===== src/rtl/df_erase_pkg.sv =====
package df_erase_pkg;
  typedef enum logic [2:0] {
    ST_IDLE, ST_DIV, ST_CMD, ST_GAP, ST_POLL, ST_FIN
  } st_t;

  localparam logic [7:0] OP_BLOCK_ERASE = 8'h50;
  localparam logic [7:0] OP_PAGE_ERASE  = 8'h81;
  localparam logic [7:0] OP_STATUS      = 8'hD7;
  localparam logic [7:0] STAT_RDY_MASK  = 8'h80;

  localparam logic [1:0] ERR_NONE  = 2'b00;
  localparam logic [1:0] ERR_ALIGN = 2'b01;
  localparam logic [1:0] ERR_TMO   = 2'b10;
endpackage


===== src/rtl/df_udiv.sv =====
module df_udiv #(
  parameter int W = 32
) (
  input  logic         clk,
  input  logic         rst_n,
  input  logic         start,
  input  logic [W-1:0] dividend,
  input  logic [W-1:0] divisor,
  output logic         done,
  output logic [W-1:0] quot,
  output logic [W-1:0] rem
);
  localparam int CW = $clog2(W + 1);

  logic [W-1:0]  acc_q, q_q;
  logic [CW-1:0] cnt_q;
  logic          done_q;
  logic [W:0]    sh;
  logic          ge;

  always_comb begin
    sh = {acc_q, q_q[W-1]};
    ge = sh >= {1'b0, divisor};
  end

  always_ff @(posedge clk or negedge rst_n) begin
    if (!rst_n) begin
      acc_q  <= '0;
      q_q    <= '0;
      cnt_q  <= '0;
      done_q <= 1'b0;
    end else if (start) begin
      acc_q  <= '0;
      q_q    <= dividend;
      cnt_q  <= CW'(W);
      done_q <= 1'b0;
    end else if (cnt_q != '0) begin
      acc_q  <= ge ? W'(sh - {1'b0, divisor}) : sh[W-1:0];
      q_q    <= {q_q[W-2:0], ge};
      cnt_q  <= cnt_q - 1'b1;
      done_q <= (cnt_q == CW'(1));
    end else begin
      done_q <= 1'b0;
    end
  end

  assign done = done_q;
  assign quot = q_q;
  assign rem  = acc_q;


  div_rem_chk: assert property (@(posedge clk) disable iff (!rst_n)
    (done && divisor != '0) |-> (rem < divisor));
endmodule


===== src/rtl/df_poll_timer.sv =====
module df_poll_timer #(
  parameter int unsigned LIMIT = 100
) (
  input  logic clk,
  input  logic rst_n,
  input  logic clr,
  output logic expired
);
  localparam int CW = $clog2(LIMIT + 1);

  logic [CW-1:0] cnt_q;

  always_ff @(posedge clk or negedge rst_n) begin
    if (!rst_n)                 cnt_q <= '0;
    else if (clr)               cnt_q <= '0;
    else if (cnt_q != CW'(LIMIT)) cnt_q <= cnt_q + 1'b1;
  end

  assign expired = (cnt_q == CW'(LIMIT));


  tmr_hold_chk: assert property (@(posedge clk) disable iff (!rst_n)
    (expired && !clr) |=> expired);
endmodule


===== src/rtl/df_erase_seq.sv =====
module df_erase_seq
  import df_erase_pkg::*;
#(
  parameter int          OFS_W          = 32,
  parameter int          PSZ_W          = 12,
  parameter int          SHF_W          = 4,
  parameter int          ADDR_W         = 24,
  parameter int          BLK_PAGES      = 8,
  parameter int unsigned TIMEOUT_CYCLES = 100_000_000
) (
  input  logic             clk,
  input  logic             rst_n,
  input  logic             start_i,
  input  logic [OFS_W-1:0] offset_i,
  input  logic [OFS_W-1:0] length_i,
  input  logic [PSZ_W-1:0] page_size_i,
  input  logic [SHF_W-1:0] page_shift_i,
  output logic             busy_o,
  output logic             done_o,
  output logic [1:0]       err_code_o,
  output logic             cs_n_o,
  output logic             tx_valid_o,
  input  logic             tx_ready_i,
  output logic [7:0]       tx_data_o,
  input  logic             rx_valid_i,
  output logic             rx_ready_o,
  input  logic [7:0]       rx_data_i
);
  localparam int BLK_LOG = $clog2(BLK_PAGES);

  st_t              st_q, nxt_q;
  logic [PSZ_W-1:0] psz_q;
  logic [SHF_W-1:0] shf_q;
  logic [OFS_W-1:0] pg_q, rem_q;
  logic [1:0]       idx_q;
  logic             wait_q, done_q;
  logic [1:0]       err_q;

  logic             div_go, off_done, len_done;
  logic [OFS_W-1:0] off_quot, off_rem, len_quot, len_rem, divisor;
  logic             tmr_exp;

  logic              is_blk, last_byte, dev_rdy, misaligned;
  logic [OFS_W-1:0]  step;
  logic [ADDR_W-1:0] dev_addr;

  assign div_go  = (st_q == ST_IDLE) && start_i;
  assign divisor = OFS_W'(psz_q);

  df_udiv #(.W(OFS_W)) u_div_off (
    .clk(clk), .rst_n(rst_n), .start(div_go), .dividend(offset_i),
    .divisor(divisor), .done(off_done), .quot(off_quot), .rem(off_rem)
  );

  df_udiv #(.W(OFS_W)) u_div_len (
    .clk(clk), .rst_n(rst_n), .start(div_go), .dividend(length_i),
    .divisor(divisor), .done(len_done), .quot(len_quot), .rem(len_rem)
  );

  df_poll_timer #(.LIMIT(TIMEOUT_CYCLES)) u_tmr (
    .clk(clk), .rst_n(rst_n), .clr(st_q == ST_CMD), .expired(tmr_exp)
  );

  always_comb begin
    is_blk     = (pg_q[BLK_LOG-1:0] == '0) && (rem_q >= OFS_W'(BLK_PAGES));
    step       = is_blk ? OFS_W'(BLK_PAGES) : OFS_W'(1);
    dev_addr   = ADDR_W'(pg_q << shf_q);
    last_byte  = (st_q == ST_CMD) ? (idx_q == 2'd3) : (idx_q == 2'd1);
    dev_rdy    = (rx_data_i & STAT_RDY_MASK) != 8'h00;
    misaligned = (off_rem != '0) || (len_rem != '0) || (psz_q == '0);
  end

  always_comb begin
    tx_data_o = 8'h00;
    if (st_q == ST_CMD) begin
      case (idx_q)
        2'd0:    tx_data_o = is_blk ? OP_BLOCK_ERASE : OP_PAGE_ERASE;
        2'd1:    tx_data_o = dev_addr[ADDR_W-1 -: 8];
        2'd2:    tx_data_o = dev_addr[ADDR_W-9 -: 8];
        default: tx_data_o = dev_addr[ADDR_W-17 -: 8];
      endcase
    end else if (st_q == ST_POLL && idx_q == 2'd0) begin
      tx_data_o = OP_STATUS;
    end
  end

  always_ff @(posedge clk or negedge rst_n) begin
    if (!rst_n) begin
      st_q   <= ST_IDLE;
      nxt_q  <= ST_IDLE;
      psz_q  <= '0;
      shf_q  <= '0;
      pg_q   <= '0;
      rem_q  <= '0;
      idx_q  <= '0;
      wait_q <= 1'b0;
      done_q <= 1'b0;
      err_q  <= ERR_NONE;
    end else begin
      done_q <= 1'b0;
      case (st_q)
        ST_IDLE: if (start_i) begin
          psz_q <= page_size_i;
          shf_q <= page_shift_i;
          err_q <= ERR_NONE;
          st_q  <= ST_DIV;
        end
        ST_DIV: if (off_done && len_done) begin
          if (misaligned) begin
            err_q <= ERR_ALIGN;
            st_q  <= ST_FIN;
          end else begin
            pg_q   <= off_quot;
            rem_q  <= len_quot;
            idx_q  <= '0;
            wait_q <= 1'b0;
            st_q   <= (len_quot == '0) ? ST_FIN : ST_CMD;
          end
        end
        ST_CMD, ST_POLL: begin
          if (!wait_q) begin
            if (tx_ready_i) wait_q <= 1'b1;
          end else if (rx_valid_i) begin
            wait_q <= 1'b0;
            if (!last_byte) begin
              idx_q <= idx_q + 1'b1;
            end else begin
              idx_q <= '0;
              if (st_q == ST_CMD) begin
                nxt_q <= ST_POLL;
                st_q  <= ST_GAP;
              end else if (dev_rdy) begin
                pg_q  <= pg_q + step;
                rem_q <= rem_q - step;
                nxt_q <= ST_CMD;
                st_q  <= (rem_q == step) ? ST_FIN : ST_GAP;
              end else if (tmr_exp) begin
                err_q <= ERR_TMO;
                st_q  <= ST_FIN;
              end else begin
                nxt_q <= ST_POLL;
                st_q  <= ST_GAP;
              end
            end
          end
        end
        ST_GAP: st_q <= nxt_q;
        ST_FIN: begin
          done_q <= 1'b1;
          st_q   <= ST_IDLE;
        end
        default: st_q <= ST_IDLE;
      endcase
    end
  end

  assign busy_o     = (st_q != ST_IDLE);
  assign done_o     = done_q;
  assign err_code_o = err_q;
  assign cs_n_o     = !((st_q == ST_CMD) || (st_q == ST_POLL));
  assign tx_valid_o = ((st_q == ST_CMD) || (st_q == ST_POLL)) && !wait_q;
  assign rx_ready_o = wait_q;


  tx_hold_chk: assert property (@(posedge clk) disable iff (!rst_n)
    (tx_valid_o && !tx_ready_i) |=> (tx_valid_o && $stable(tx_data_o)));


  tx_cs_chk: assert property (@(posedge clk) disable iff (!rst_n)
    tx_valid_o |-> !cs_n_o);


  done_pulse_chk: assert property (@(posedge clk) disable iff (!rst_n)
    done_o |=> !done_o);


  opcode_chk: assert property (@(posedge clk) disable iff (!rst_n)
    (st_q == ST_CMD && idx_q == 2'd0 && tx_valid_o) |->
      (tx_data_o == OP_BLOCK_ERASE || tx_data_o == OP_PAGE_ERASE));


  cfg_hold_chk: assert property (@(posedge clk) disable iff (!rst_n)
    (busy_o && st_q != ST_FIN) |=> ($stable(psz_q) && $stable(shf_q)));
endmodule


===== config.mk =====
export PLATFORM = sky130hd
export DESIGN_NAME = df_erase_seq
export DESIGN_NICKNAME = d
export VERILOG_FILES = /design/src/rtl/df_erase_pkg.sv /design/src/rtl/df_udiv.sv /design/src/rtl/df_poll_timer.sv /design/src/rtl/df_erase_seq.sv
export SDC_FILE = /design/constraint.sdc
export NUM_CORES = 1
export LEC_CHECK = 0
export CORE_MARGIN = 2
export CORE_UTILIZATION = 35
export DETAILED_ROUTE_END_ITERATION = 7
export SLEW_MARGIN = 20
export SYNTH_ARGS = -nofsm -noshare
export SYNTH_HDL_FRONTEND = slang
export SYNTH_SLANG_ARGS = --single-unit

===== constraint.sdc =====
create_clock -name clk -period 5.6 [get_ports clk]
set_input_delay 0.84 -clock clk [delete_from_list [all_inputs] [get_ports clk]]
set_output_delay 0.84 -clock clk [all_outputs]
set_load 0.005 [all_outputs]

# [Word-level counts from Yosys, hierarchy flattened]
# Cells that the tools add are included.
[totals] output_inout_bits=15 reg_bits=261 wordCells=169 in_bits=93
[classes] n_addsub=8 n_mux=80 reduce_logical=33 n_eq_ne=25 n_lt_le_gt_ge=3 shifts=1
[ops] operator="32-bit two-way mux" n=24
[ops] operator="32-bit case mux with 2 select lines" n=2
[ops] operator="33-bit by 12-bit >= comparator with 1-bit output" n=2
[ops] operator="32-bit nonzero test" n=2
[ops] operator="32-bit by 12-bit subtractor with 32-bit output" n=2
[ops] operator="27-bit two-way mux" n=2
[ops] operator="3-bit two-way mux" n=14
[ops] operator="32-bit by 4-bit adder with 32-bit output" n=1
[ops] operator="32-bit by 4-bit == test with 1-bit output" n=1
[ops] operator="32-bit by 4-bit >= comparator with 1-bit output (second input constant)" n=1
[ops] operator="32-bit logical NOT" n=1
[ops] operator="32-bit by 4-bit left shift with 24-bit output" n=1
[ops] operator="32-bit by 4-bit subtractor with 32-bit output" n=1
[ops] operator="2-bit two-way mux" n=14
[ops] operator="27-bit by 1-bit adder with 27-bit output (second input constant)" n=1
[ops] operator="27-bit == test (second input constant)" n=1
[ops] operator="27-bit inequality test (second input constant)" n=1
[ops] operator="6-bit two-way mux" n=4
[ops] operator="8-bit two-way mux" n=3
[ops] operator="8-bit case mux with 3 select lines" n=1
[ops] operator="2-bit inequality test (second input constant)" n=11
[ops] operator="5-bit AND reduction" n=3
[ops] operator="6-bit by 1-bit == test with 1-bit output (second input constant)" n=2
[ops] operator="12-bit logical NOT" n=1
[ops] operator="27 further kinds" n=54

# [Longest topological paths before layout]
# Gate-level depths: netlist (run 1).
[logic_depth] depth_word=11 depth_mapped=14

# [Hierarchy]
# A second synthesis (run 1) with hierarchy kept.
[hier_totals] hier_cells=2290 area_unflattened_um2=19423.6
[by_module_without_submodules] mod="df_udiv" area_per_inst_um2=5502.8 cells_per_inst=650 seq_area_each_um2=1776.7 n_inst=2
[by_module_without_submodules] mod="df_erase_seq" area_per_inst_um2=6901.6 cells_per_inst=829 seq_area_each_um2=2077.0 n_inst=1
[by_module_without_submodules] mod="df_poll_timer" area_per_inst_um2=1516.5 cells_per_inst=161 seq_area_each_um2=675.6 n_inst=1

# [Worst setup path before layout (run 1)]
# OpenSTA, ideal clock, no wires.
[synth_path] kind="reg-to-reg" from="register rem_q[12]" to="register rem_q[31]" path_slack_ns=1.267 path_stages_with_launch=14 synth_period_minus_slack_ns=4.333 arrival_ns=4.254 path_cell_list="dfrtp_1 > or4_1 > nor4_1 > nand3_1 > o21ai_0 > ha_1 > or3b_2 > and2_1 > a2111o_1 > or4_1 > nor2_1 > a21oi_1 > nor2_1 > a2bb2oi_1"
[synth_via] elab_chain_cells=10
[synth_lines] item="start, declared" line="df_erase_seq.sv:34" rtl="logic [OFS_W-1:0] pg_q, rem_q;"
[synth_lines] item="start signal, assigned" line="df_erase_seq.sv:114" rtl="rem_q <= len_quot;"
[synth_lines] item="start signal, assigned" line="df_erase_seq.sv:134" rtl="rem_q <= rem_q - step;"
[synth_lines] item="32-bit by 4-bit >= comparator with 1-bit output" line="df_erase_seq.sv:65" rtl="is_blk = (pg_q[BLK_LOG-1:0] == '0) && (rem_q >= OFS_W'(BLK_PAGES));"
[synth_lines] item="1-bit logical AND" line="df_erase_seq.sv:65"
[synth_lines] item="4-bit two-way mux" line="df_erase_seq.sv:66" rtl="step = is_blk ? OFS_W'(BLK_PAGES) : OFS_W'(1);"
[synth_lines] item="32-bit by 4-bit subtractor with 32-bit output (*)" line="df_erase_seq.sv:134"
[synth_lines] item="32-bit two-way mux (*)" line="df_erase_seq.sv:132" rtl="end else if (dev_rdy) begin"
[synth_lines] item="32-bit two-way mux (*)" line="df_erase_seq.sv:129" rtl="if (st_q == ST_CMD) begin"
[synth_lines] item="32-bit two-way mux (*)" line="df_erase_seq.sv:125" rtl="if (!last_byte) begin"
[synth_lines] item="32-bit two-way mux (*)" line="df_erase_seq.sv:123" rtl="end else if (rx_valid_i) begin"
[synth_lines] item="32-bit two-way mux (*)" line="df_erase_seq.sv:121" rtl="if (!wait_q) begin"
[synth_lines] item="32-bit case mux with 2 select lines (*)" line="df_erase_seq.sv:101" rtl="case (st_q)"
# Mark *: on every way between the ends. The rest lies on a longest branch, timed or not. The select of a mux whose other input is x is not followed.
# A chain may end at the register's enable or synchronous reset.

# [Worst setup path after layout (run 1)]
# Ends and elaborated chain as after synthesis.

==> results of run 1 <==
registers in the layout (all words and copies together), names as in the netlist, 3 cells and up:
name / cells
pg_q: 24
psz_q: 12
rem_q: 32
shf_q: 4
st_q: 3
u_div_len.cnt_q: 6
u_div_len.quot: 32
u_div_len.rem: 32
u_div_off.cnt_q: 6
u_div_off.quot: 32
u_div_off.rem: 32
u_tmr.cnt_q: 27
through the flow:
stage / power [mW] / instances / instance area, µm² / utilization
6_report: 11.2 / 2549 / 18100 / 0.411
5_1_grt: 12.2 / 2549 / 18100 / 0.411
4_1_cts: 11.2 / 2549 / 18100 / 0.411
3_5_place_dp: 9.12 / 2495 / 17100 / 0.388
3_3_place_gp: 8.97 / 2495 / 17100 / 0.388
2_1_floorplan: 7.68 / 1904 / 15600 / -
cell families (layout without fill, tap and decap cells):
kind of cell               after synthesis  count (layout)  synth area share
and+or+nand+nor                        780             780             0.233
AOI/OAI and AO/OA                      538             538             0.204
DFF                                    252             252             0.405
buffers and inverters                  162             215            0.0398
xor gates and xnor gates                77              77            0.0433
muxes                                   50              50            0.0374
adders and majority gates               45              45            0.0371
worst max-delay path, stage by stage (launching register included):
cell and delay (ps):
sky130_fd_sc_hd__dfrtp_1 440, sky130_fd_sc_hd__or4_1 610, sky130_fd_sc_hd__nor4_1 440, sky130_fd_sc_hd__nand3_1 210, sky130_fd_sc_hd__o21ai_0 190, sky130_fd_sc_hd__buf_4 170
sky130_fd_sc_hd__ha_1 170, sky130_fd_sc_hd__or3b_2 450, sky130_fd_sc_hd__and2_1 220, sky130_fd_sc_hd__a2111o_1 510, sky130_fd_sc_hd__or4_1 540, sky130_fd_sc_hd__nor2_1 260
sky130_fd_sc_hd__a21oi_1 110, sky130_fd_sc_hd__nor2_1 120, sky130_fd_sc_hd__a2bb2oi_1 180
worst max path at each step:
stage | slack [ps] | start | end | cells past startpoint
after floorplan | 1270 | rem_q[12]$_DFFE_PN0P_ | rem_q[31]$_DFFE_PN0P_ | 13
final | 880 | rem_q[12]$_DFFE_PN0P_ | rem_q[31]$_DFFE_PN0P_ | 14
after global routing | 470 | rem_q[12]$_DFFE_PN0P_ | rem_q[31]$_DFFE_PN0P_ | 14
after global placement | 970 | rem_q[12]$_DFFE_PN0P_ | rem_q[29]$_DFFE_PN0P_ | 14
after detailed placement | 930 | rem_q[12]$_DFFE_PN0P_ | rem_q[29]$_DFFE_PN0P_ | 14
after CTS | 880 | rem_q[12]$_DFFE_PN0P_ | rem_q[31]$_DFFE_PN0P_ | 14
where the power goes:
group	switching (mW)	internal (mW)	total, mW
clock	0.784	1.27	2.05
sequential	1.00	2.64	3.65
combinational	3.11	2.38	5.49
total	4.90	6.29	11.2
final cells by class:
class                   count  share of cell area
clock buffers              44              0.0489
well taps                 592              0.0409
multi-input cells        1490               0.480
clock inverters            10             0.00864
repair buffers            119              0.0648
inverters                  42             0.00871
flip-flops and latches    252               0.348
layer usage:
layer  vias up  track usage  routed length [µm]
met5         -            0                   0
met4         0       0.0386                 693
met3        48       0.0245                2040
met2       335        0.289               18900
met1      6741        0.255               20100
li1       6895            -                   -
synth_stat cells (5+ instances only):
library cell / count / area [µm²]
sky130_fd_sc_hd__nand2b_1: 21 / 131
sky130_fd_sc_hd__or2_2: 9 / 56.3
sky130_fd_sc_hd__dfrtp_1: 252 / 6310
sky130_fd_sc_hd__o22a_1: 6 / 52.6
sky130_fd_sc_hd__buf_2: 9 / 45.0
sky130_fd_sc_hd__o21a_1: 10 / 75.1
sky130_fd_sc_hd__a211oi_1: 27 / 203
sky130_fd_sc_hd__inv_1: 39 / 146
sky130_fd_sc_hd__nor4_1: 45 / 282
sky130_fd_sc_hd__nand4_1: 22 / 138
sky130_fd_sc_hd__a21o_1: 5 / 37.5
sky130_fd_sc_hd__mux2i_1: 38 / 380
sky130_fd_sc_hd__a21oi_1: 159 / 796
sky130_fd_sc_hd__mux4_2: 6 / 135
sky130_fd_sc_hd__xnor2_1: 39 / 342
sky130_fd_sc_hd__nor3b_1: 8 / 60.1
sky130_fd_sc_hd__mux2_2: 6 / 67.6
sky130_fd_sc_hd__a22oi_1: 9 / 67.6
sky130_fd_sc_hd__nor3_1: 47 / 235
sky130_fd_sc_hd__clkbuf_1: 100 / 375
sky130_fd_sc_hd__o221ai_1: 5 / 43.8
sky130_fd_sc_hd__xor2_1: 38 / 333
sky130_fd_sc_hd__a2bb2oi_1: 7 / 61.3
sky130_fd_sc_hd__nor2b_1: 20 / 125
sky130_fd_sc_hd__nand2_1: 276 / 1040
sky130_fd_sc_hd__buf_1: 10 / 37.5
sky130_fd_sc_hd__a31oi_1: 78 / 488
sky130_fd_sc_hd__o21ai_0: 166 / 831
sky130_fd_sc_hd__or3_1: 15 / 93.8
sky130_fd_sc_hd__and3_1: 9 / 56.3
sky130_fd_sc_hd__ha_1: 43 / 538
sky130_fd_sc_hd__o22ai_1: 19 / 119
sky130_fd_sc_hd__nand3_1: 49 / 245
sky130_fd_sc_hd__nor2_1: 215 / 807
sky130_fd_sc_hd__and2_1: 16 / 100
sky130_fd_sc_hd__o211ai_1: 7 / 52.6
sky130_fd_sc_hd__or4_1: 8 / 60.1
==> Flow_metrics.wiki, run 1 <==
{| class="wikitable"
! Metric !! Value
|-
| Commonest cells after routing, fill and taps aside || sky130_fd_sc_hd__nand2_1, sky130_fd_sc_hd__dfrtp_1, sky130_fd_sc_hd__nor2_1, sky130_fd_sc_hd__o21ai_0, sky130_fd_sc_hd__a21oi_1
|-
| Die height || 215 µm
|-
| Layout Nets || approximately 2100
|-
| Number of diodes || 0
|-
| Leakage power of the design || roughly 7.4 nW
|-
| Vias in the first global route || roughly 13000
|-
| Horizontal die dimension || between 200 and 250 µm
|-
| Worst-path fanout max || 7
|-
| Min Hold Slack || roughly 270 ps
|-
| Minimum clock period after layout || 4720 ps
|-
| Number of buffers on the longest clock path || 3
|-
| Routed length per instance || 16.4 µm
|-
| Ratio of final minimum period to clock period || 0.842
|-
| Fin. max-slew vios || 0
|-
| Worst VDD drop || around 290 µV
|-
| Syn nets || between 2000 and 2500
|-
| Antenna violations before repair || 0
|-
| Starting density of the core || 0.354
|-
| Synth Register Bits || around 250
|-
| 1st-iter DRT viols || about 890
|-
| Number of distinct standard cells referenced by the synthesized netlist || 73
|-
| Fraction of layout cells with a size suffix above 1 || 0.0531
|-
| Area of combinational cells with multiple inputs || ~0.0087 mm²
|-
| Number of top-level pins || ~110
|-
| Post-detailed-route via-to-cell ratio || roughly 5.5
|-
| Worst slack, placed || 930 ps
|-
| Setup slack of the most critical reg-to-reg path || around 880 ps
|-
| Largest net degree at the start of global routing || about 120
|-
| Number of setup buffers added after CTS || 0
|-
| Fraction of synthesis flops using an asynchronous set or reset pin || 1.00
|-
| Critical R2R Launch || rem_q[12]$_DFFE_PN0P_
|-
| Startpoint class of the critical path || flop
|-
| Post-synth top flop || sky130_fd_sc_hd__dfrtp_1
|-
| Count of hold-fix buffers inserted at cts || 0
|-
| Count of synthesis-stage warnings from yosys || 0
|-
| Gate count after technology mapping || ~1900
|-
| Post-synthesis cell area || 0.0156 mm²
|-
| Slew of the pin with the lowest slew margin || between 1000 and 1500 ps
|-
| Final HPWL DP || roughly 28000 µm
|-
| Total congestion overflow after global routing || 0
|-
| Most common cell after layout, fill and taps aside || sky130_fd_sc_hd__nand2_1
|-
| Floorplan Core Area || approximately 0.044 mm²
|-
| Total clock buffers created by CTS || 30
|-
| Area growth from synthesis to final layout || 16.2%
|-
| Std cell rows || 77
|-
| Filler Cell Count || 4416
|-
| Sum of negative setup slack || 0 ps
|-
| Max-cap viol count || 0
|-
| Post-CTS clock slew at the launch and capture registers of the worst setup and hold paths || ~60 ps
|-
| Via Count || between 10000 and 15000
|-
| Remaining antenna violation count || 0
|-
| Reg-to-reg critical path endpoint || rem_q[31]$_DFFE_PN0P_
|-
| PD cells || roughly 620 mW/mm²
|-
| Count of endpoints failing setup in the final report || 0
|-
| Number of enable-type register cells in the synthesized netlist || 0
|-
| Worst slew margin relative to its limit || 0.312
|-
| Wire length of the first global-routing pass || a little under 70000 µm
|-
| Seq/Total Area, Yosys || 0.405
|-
| Worst setup skew after layout || approximately 15 ps
|-
| Final hold violations || 0
|-
| WL final || around 42000 µm
|-
| Run status || finished, final reports clean
|-
| Number of design rule violations left after detail routing || 0
|-
| Setup repair after global routing missed its margin || false
|-
| Final worst-path setup slack || about 880 ps
|-
| GP Congestion || 0.887
|-
| Data required time at the worst endpoint || 6080 ps
|-
| Die footprint || 0.0462 mm²
|-
| Number of buffers inserted by port buffering || 100
|-
| Gr usage total || 0.179
|-
| Worst Setup Path Type || reg -> reg
|-
| CTS tree || built
|-
| F_max || ~0.21 GHz
|-
| Clk Latency, worst-skew pair || between 500 and 600 ps
|-
| Class of the tightest hold or removal check || in -> async
|-
| Cells resized by post-CTS repair || 0
|-
| CTS sink count || ~250
|-
| Drt first pass iters || 5
|-
| Number of H-tree levels || 1
|-
| Number of cells traversed by the worst register-to-register path || 14
|-
| Area occupied by registers || around 0.0063 mm²
|-
| Setup crit end kind || flop
|-
| Avg Inst Size Synth || between 8 and 9 µm²
|-
| Data arrival time of the critical path || around 5200 ps
|-
| Clock Root Buffer || sky130_fd_sc_hd__clkbuf_16
|}
Power figures use the tool's default switching activity.
==> inputs of run 2 (changes only) <==
==> constraint.sdc (replaced) <==
create_clock -name clk -period 4.7 [get_ports clk]
set_input_delay 0.705 -clock clk [delete_from_list [all_inputs] [get_ports clk]]
set_output_delay 0.705 -clock clk [all_outputs]
set_load 0.005 [all_outputs]
==> run 2 against run 1 <==
First-iteration DRC count is 28% higher. Clock power is 9% higher. Routed wire length is 0.12% lower. Die area stayed put. Register-to-register slack worse by 530 ps. Combinational power is 19% higher. Clock skew is 27 ps higher. Worst hold slack worse by 38 ps. Utilization is 0.071 points lower. Critical path depth is 4 lower. Flip-flop and latch count stayed put. Via count hardly changed. Highest routed layer unchanged.
==> Flow_metrics.wiki, run 2 (synthesis gave the netlist of run 1 again) <==
{| class="wikitable"
! Metric !! Value
|-
| Die height || ~210 µm
|-
| Ratio of final minimum period to clock period || 0.932
|-
| Slowest Stage Delay on Critical Path || about 630 ps
|-
| Met1 track utilization from global routing || 0.254
|-
| Horizontal die dimension || ~210 µm
|-
| Minimum clock period after layout || around 4400 ps
|-
| Leakage power of the design || ~7.4 nW
|-
| Final worst-path setup slack || roughly 320 ps
|-
| Number of buffers inserted by port buffering || 100
|-
| Startpoint class of the critical path || flop
|-
| Gr usage total || 0.180
|-
| Layout Nets || ~2100
|-
| Class of the tightest hold or removal check || in -> async
|-
| Global Route met3 Usage || 0.0245
|-
| Clock Root Buffer || sky130_fd_sc_hd__clkbuf_16
|-
| Floorplan Core Area || approximately 0.044 mm²
|-
| Routed length per instance || 16.3 µm
|-
| Antenna violations before repair || 0
|-
| Number of design rule violations left after detail routing || 0
|-
| PD cells || about 730 mW/mm²
|-
| CTS tree || built
|-
| Post-layout total power || ~13 mW
|-
| Run status || finished, final reports clean
|-
| Sum of negative setup slack || 0 ps
|-
| Area growth from synthesis to final layout || 16.0%
|-
| Slowest stage cell on the critical path || sky130_fd_sc_hd__or4_1
|-
| Setup repair after global routing missed its margin || false
|-
| Final HPWL DP || roughly 29000 µm
|-
| Via Count || around 14000
|-
| Number of buffers on the longest clock path || 3
|-
| Vias in the first global route || 13700
|-
| Slew of the pin with the lowest slew margin || 998 ps
|-
| Drt first pass iters || 5
|-
| Final hold violations || 0
|-
| Remaining antenna violation count || 0
|-
| M2 GR Usage || 0.289
|-
| Data required time at the worst endpoint || 3990 ps
|-
| GP Congestion || 0.883
|-
| Post-CTS clock slew at the launch and capture registers of the worst setup and hold paths || around 70 ps
|-
| Worst slew margin relative to its limit || 0.335
|-
| Filler Cell Count || approximately 4400
|-
| Worst VDD drop || 328 µV
|-
| Total clock buffers created by CTS || 30
|-
| Largest net degree at the start of global routing || roughly 120
|-
| Most common cell after layout, fill and taps aside || sky130_fd_sc_hd__nand2_1
|-
| Die footprint || 0.0462 mm²
|-
| Data arrival time of the critical path || 3680 ps
|-
| Total congestion overflow after global routing || 0
|-
| WL final || 41700 µm
|-
| Commonest cells after routing, fill and taps aside || sky130_fd_sc_hd__nand2_1, sky130_fd_sc_hd__dfrtp_1, sky130_fd_sc_hd__nor2_1, sky130_fd_sc_hd__o21ai_0, sky130_fd_sc_hd__a21oi_1
|-
| Setup crit end kind || primary output
|-
| Worst slack, placed || 208 ps
|-
| Count of endpoints failing setup in the final report || 0
|-
| Number of H-tree levels || 1
|-
| Worst setup skew after layout || just over 40 ps
|-
| Number of diodes || 0
|-
| 1st-iter DRT viols || about 1100
|-
| Std cell rows || a little under 80
|-
| Post-detailed-route via-to-cell ratio || about 5.5
|-
| Starting density of the core || 0.354
|-
| Fin. max-slew vios || 0
|-
| List of cells traversed by the critical path || or4_1 > nor4_2 > nand3_1 > o21ai_1 > buf_4 > inv_1 > and2_1 > nor3_1 > o221ai_1 > clkdlybuf4s50_1
|-
| Fraction of layout cells with a size suffix above 1 || 0.0590
|-
| Max-cap viol count || 0
|-
| Clk Latency, worst-skew pair || slightly below 600 ps
|-
| Worst Setup Path Type || reg -> out
|-
| CTS sink count || between 200 and 300
|-
| Worst-path fanout max || 7
|-
| GRT Max-Usage Layer || met2
|-
| Wire length of the first global-routing pass || approximately 70000 µm
|-
| F_max || around 0.23 GHz
|-
| Number of top-level pins || ~110
|}
## run 2: cell count changes in the layout (fill, tap and decap cells not counted), moves of 2 or more
| cell | change |
|---|---|
| sky130_fd_sc_hd__clkbuf_1 | -2 |
| sky130_fd_sc_hd__buf_4 | +11 |
| sky130_fd_sc_hd__bufinv_16 | -3 |
| sky130_fd_sc_hd__clkbuf_8 | -2 |
| sky130_fd_sc_hd__clkinv_2 | +5 |
## run 2: area by class of cell
class,count,area [µm²],area share
Multi-Input combinational cell,1490,8700,0.481
Sequential cell,252,6310,0.349
Timing Repair Buffer,129,1240,0.0684
Clock buffer,39,825,0.0456
Tap cell,592,741,0.0410
Inverter,42,158,0.00872
Clock inverter,13,109,0.00602
## run 2: final timing paths
path | slack (ps) | startpoint | depth (start not counted) | to
max in group asynchronous | 3380 | rst_n | 2 | u_div_off.rem[14]$_DFFE_PN0P_
min in group clk | 510 | rem_q[19]$_DFFE_PN0P_ | 2 | rem_q[19]$_DFFE_PN0P_
min | 230 | rst_n | 1 | pg_q[14]$_DFFE_PN0P_
min reg2reg | 510 | rem_q[19]$_DFFE_PN0P_ | 2 | rem_q[19]$_DFFE_PN0P_
max reg2reg | 350 | rem_q[12]$_DFFE_PN0P_ | 13 | rem_q[29]$_DFFE_PN0P_
max | 320 | rem_q[12]$_DFFE_PN0P_ | 10 | tx_data_o[4]
## run 2: where the power goes
| group | total [mW] | switching, mW | leakage (nW) | internal, mW |
|---|---|---|---|---|
| clock network | 2.23 | 0.951 | 0.469 | 1.28 |
| logic | 6.54 | 3.67 | 3.95 | 2.87 |
| registers | 4.36 | 1.21 | 3.01 | 3.15 |
| total | 13.1 | 5.84 | 7.43 | 7.30 |
## run 2: critical path: cells and delay by family (launching register included)
kind / cells / cell delay [ps]
AND/OR/NAND/NOR: 5 / 1500
flip-flops: 1 / 440
AO/OA/AOI/OAI: 2 / 390
buffers and inverters: 3 / 750
## run 2: routing by layer
| layer | vias to the layer above | share of wire |
|---|---|---|
| li1 | 6896 | - |
| met2 | 310 | 0.46 |
| met5 | - | 0 |
| met1 | 6768 | 0.48 |
| met4 | 0 | 0.022 |
| met3 | 57 | 0.041 |
## run 2: stage by stage
stage | std cells | hold WS [ps] | utilization | cell area [µm²]
after global placement | 2505 | 483 | 0.389 | 17100
after global routing | 2557 | 325 | 0.410 | 18100
after floorplan | 1904 | 409 | - | 15600
final | 2557 | 230 | 0.410 | 18100
after CTS | 2557 | 268 | 0.410 | 18100
after detailed placement | 2505 | 494 | 0.389 | 17100
## run 2: repair_timing
item                                   4_1_cts  5_1_grt
gates resized for setup                      0        3
endpoints found under the hold margin        0        0
hold buffers                                 0        0
setup buffers                                0        0
setup endpoints to repair                    0        6
==> inputs of run 3 (changes only) <==
--- a/config.mk
+++ b/config.mk
@@ -7,6 +7,7 @@
 export LEC_CHECK = 0
 export CORE_MARGIN = 2
 export CORE_UTILIZATION = 35
+export CTS_CLUSTER_SIZE = 12
 export DETAILED_ROUTE_END_ITERATION = 7
 export SLEW_MARGIN = 20
 export SYNTH_ARGS = -nofsm -noshare
==> run 3 against run 2 <==
Register-to-register slack got worse by 110 ps. Highest routed layer unchanged. Flip-flop and latch count did not move. Largest cell class unchanged. Setup slack got worse by 100 ps. Clock-buffer cell count rose by 1. First-iteration DRC count rose by 7.2%. Largest power group unchanged.
==> Flow_metrics.wiki, run 3 (synthesis gave the netlist of run 1 again) <==
{| class="wikitable"
! Metric !! Value
|-
| Largest net degree at the start of global routing || around 120
|-
| Class of the tightest hold or removal check || in -> async
|-
| Vias in the first global route || 13700
|-
| Horizontal die dimension || 215 µm
|-
| Max-cap viol count || 0
|-
| Slew of the pin with the lowest slew margin || roughly 990 ps
|-
| Worst setup skew after layout || around 15 ps
|-
| Leakage power of the design || approximately 7.4 nW
|-
| GRT Max-Usage Layer || met2
|-
| Total congestion overflow after global routing || 0
|-
| Fraction of layout cells with a size suffix above 1 || 0.0590
|-
| Die footprint || roughly 0.046 mm²
|-
| Number of buffers on the longest clock path || 3
|-
| Final hold violations || 0
|-
| Drt first pass iters || 6
|-
| Antenna violations before repair || 0
|-
| Worst VDD drop || ~350 µV
|-
| Data required time at the worst endpoint || between 3000 and 4000 ps
|-
| CTS sink count || approximately 250
|-
| Final core utilization || 0.411
|-
| Remaining antenna violation count || 0
|-
| Final HPWL DP || slightly below 30000 µm
|-
| Number of H-tree levels || 1
|-
| Startpoint class of the critical path || flop
|-
| Filler Cell Count || between 4000 and 5000
|-
| Data arrival time of the critical path || about 3800 ps
|-
| Worst Setup Path Type || reg -> out
|-
| Run status || finished, final reports clean
|-
| Post-CTS clock slew at the launch and capture registers of the worst setup and hold paths || approximately 60 ps
|-
| Largest delay contributor family on the critical path || simple AND/OR/NAND/NOR gates
|-
| PD cells || approximately 730 mW/mm²
|-
| Number of top-level pins || about 110
|-
| Routed length per instance || around 16 µm
|-
| Clk Latency, worst-skew pair || roughly 580 ps
|-
| Worst slew margin relative to its limit || 0.340
|-
| 1st-iter DRT viols || roughly 1200
|-
| Total clock buffers created by CTS || 30
|-
| Count of endpoints failing setup in the final report || 0
|-
| GP Congestion || about 0.88
|-
| Critical R2R Launch || rem_q[26]$_DFFE_PN0P_
|-
| Net switching power || 5.85 mW
|-
| Commonest cells after routing, fill and taps aside || sky130_fd_sc_hd__nand2_1, sky130_fd_sc_hd__dfrtp_1, sky130_fd_sc_hd__nor2_1, sky130_fd_sc_hd__o21ai_0, sky130_fd_sc_hd__a21oi_1
|-
| List of cells traversed by the critical path || or4_1 > nor4_1 > nand3_1 > o21ai_0 > buf_4 > inv_1 > and2_1 > nor3_1 > o221ai_1 > clkdlybuf4s50_1
|-
| Number of buffers and inverters on the critical path || 3
|-
| Wire length of the first global-routing pass || ~70000 µm
|-
| Std cell rows || 77
|-
| Die height || 215 µm
|-
| Number of diodes || 0
|-
| Gr usage total || 0.181
|-
| Fraction of power consumed by sequential logic || 0.329
|-
| Switching Share || 0.442
|-
| Number of buffers inserted by port buffering || 100
|-
| Floorplan Core Area || around 0.044 mm²
|-
| Most common cell after layout, fill and taps aside || sky130_fd_sc_hd__nand2_1
|-
| Ratio of final minimum period to clock period || 0.954
|-
| Minimum clock period after layout || between 4000 and 5000 ps
|-
| Via Count || 14000
|-
| Fin. max-slew vios || 0
|-
| Met1 track utilization from global routing || 0.255
|-
| Number of design rule violations left after detail routing || 0
|-
| F_max || ~0.22 GHz
|-
| Post-detailed-route via-to-cell ratio || 5.48
|-
| Logic pwr share || 0.495
|-
| Clock Root Buffer || sky130_fd_sc_hd__clkbuf_16
|-
| Layout Nets || ~2100
|-
| Setup repair after global routing missed its margin || false
|-
| M2 GR Usage || 0.290
|-
| Starting density of the core || 0.354
|-
| Global Route met3 Usage || 0.0248
|-
| First element of the critical path || rem_q[26]$_DFFE_PN0P_
|-
| WL final || 41900 µm
|-
| Slowest stage cell on the critical path || sky130_fd_sc_hd__or4_1
|-
| Int Pwr || roughly 7.4 mW
|-
| Sum of negative setup slack || 0 ps
|-
| Clk network pwr share || 0.176
|-
| Area growth from synthesis to final layout || 16.2%
|-
| Setup crit end kind || primary output
|-
| Slowest Stage Delay on Critical Path || 590 ps
|-
| Worst-path fanout max || 5
|-
| CTS tree || built
|-
| Number of setup buffers added after CTS || 0
|-
| Count of hold-fix buffers inserted at cts || 0
|}
-- run 3: cell count changes in the layout (fill, tap and decap cells not counted), sizes merged --
| cell | change |
|---|---|
| clkbuf | +1 |
| clkinv | -3 |
| bufinv | +1 |
| clkinvlp | +1 |
-- run 3: final timing paths --
kind / to / slack (ps) / cells past startpoint
max in group asynchronous: u_div_off.rem[14]$_DFFE_PN0P_ / 3390 / 2
min: pg_q[14]$_DFFE_PN0P_ / 240 / 1
max reg2reg: rem_q[29]$_DFFE_PN0P_ / 240 / 13
min reg2reg: rem_q[19]$_DFFE_PN0P_ / 510 / 2
min in group clk: rem_q[19]$_DFFE_PN0P_ / 510 / 2
max: tx_data_o[4] / 210 / 10
-- run 3: stage by stage --
stage          worst slack, ps  area (µm²)  power (mW)  instances  hold WS (ps)
6_report                   214       18100        13.2       2557           243
5_1_grt                   5.03       18100        14.5       2557           341
4_1_cts                    196       18100        13.3       2557           282
3_5_place_dp               208       17100        10.9       2505           494
3_3_place_gp               296       17100        10.7       2505           483
2_1_floorplan              367       15600        9.15       1904           409
-- run 3: timing repair --
| item | CTS | global route |
|---|---|---|
| endpoints found under the hold margin | 0 | 0 |
| gates resized for setup | 0 | 2 |
| setup endpoints to repair | 0 | 6 |
-- run 3: area by class of cell --
class	instances	area, µm²	area share
repair buffers	129	1240	0.0683
inverters	42	158	0.00871
multi-input cells	1490	8700	0.480
clock inverters	12	116	0.00643
clock buffers	40	850	0.0469
well taps	592	741	0.0409
flip-flops and latches	252	6310	0.348
-- run 3: routing by layer --
metal	wire length [µm]	share of wire	vias to the layer above
met3	1720	0.041	62
met1	20200	0.48	6767
met2	19000	0.45	299
met4	932	0.022	0
met5	0	0	-
li1	-	-	6890
-- run 3: power groups by stage --
stage                     logic, mW  clock network, mW  registers (mW)
final                          6.54               2.33            4.36
after global routing           7.45               2.47            4.53
after CTS                      6.53               2.39            4.34
after detailed placement       6.49                  0            4.37
after global placement         6.36                  0            4.34
after floorplan                5.30                  0            3.85
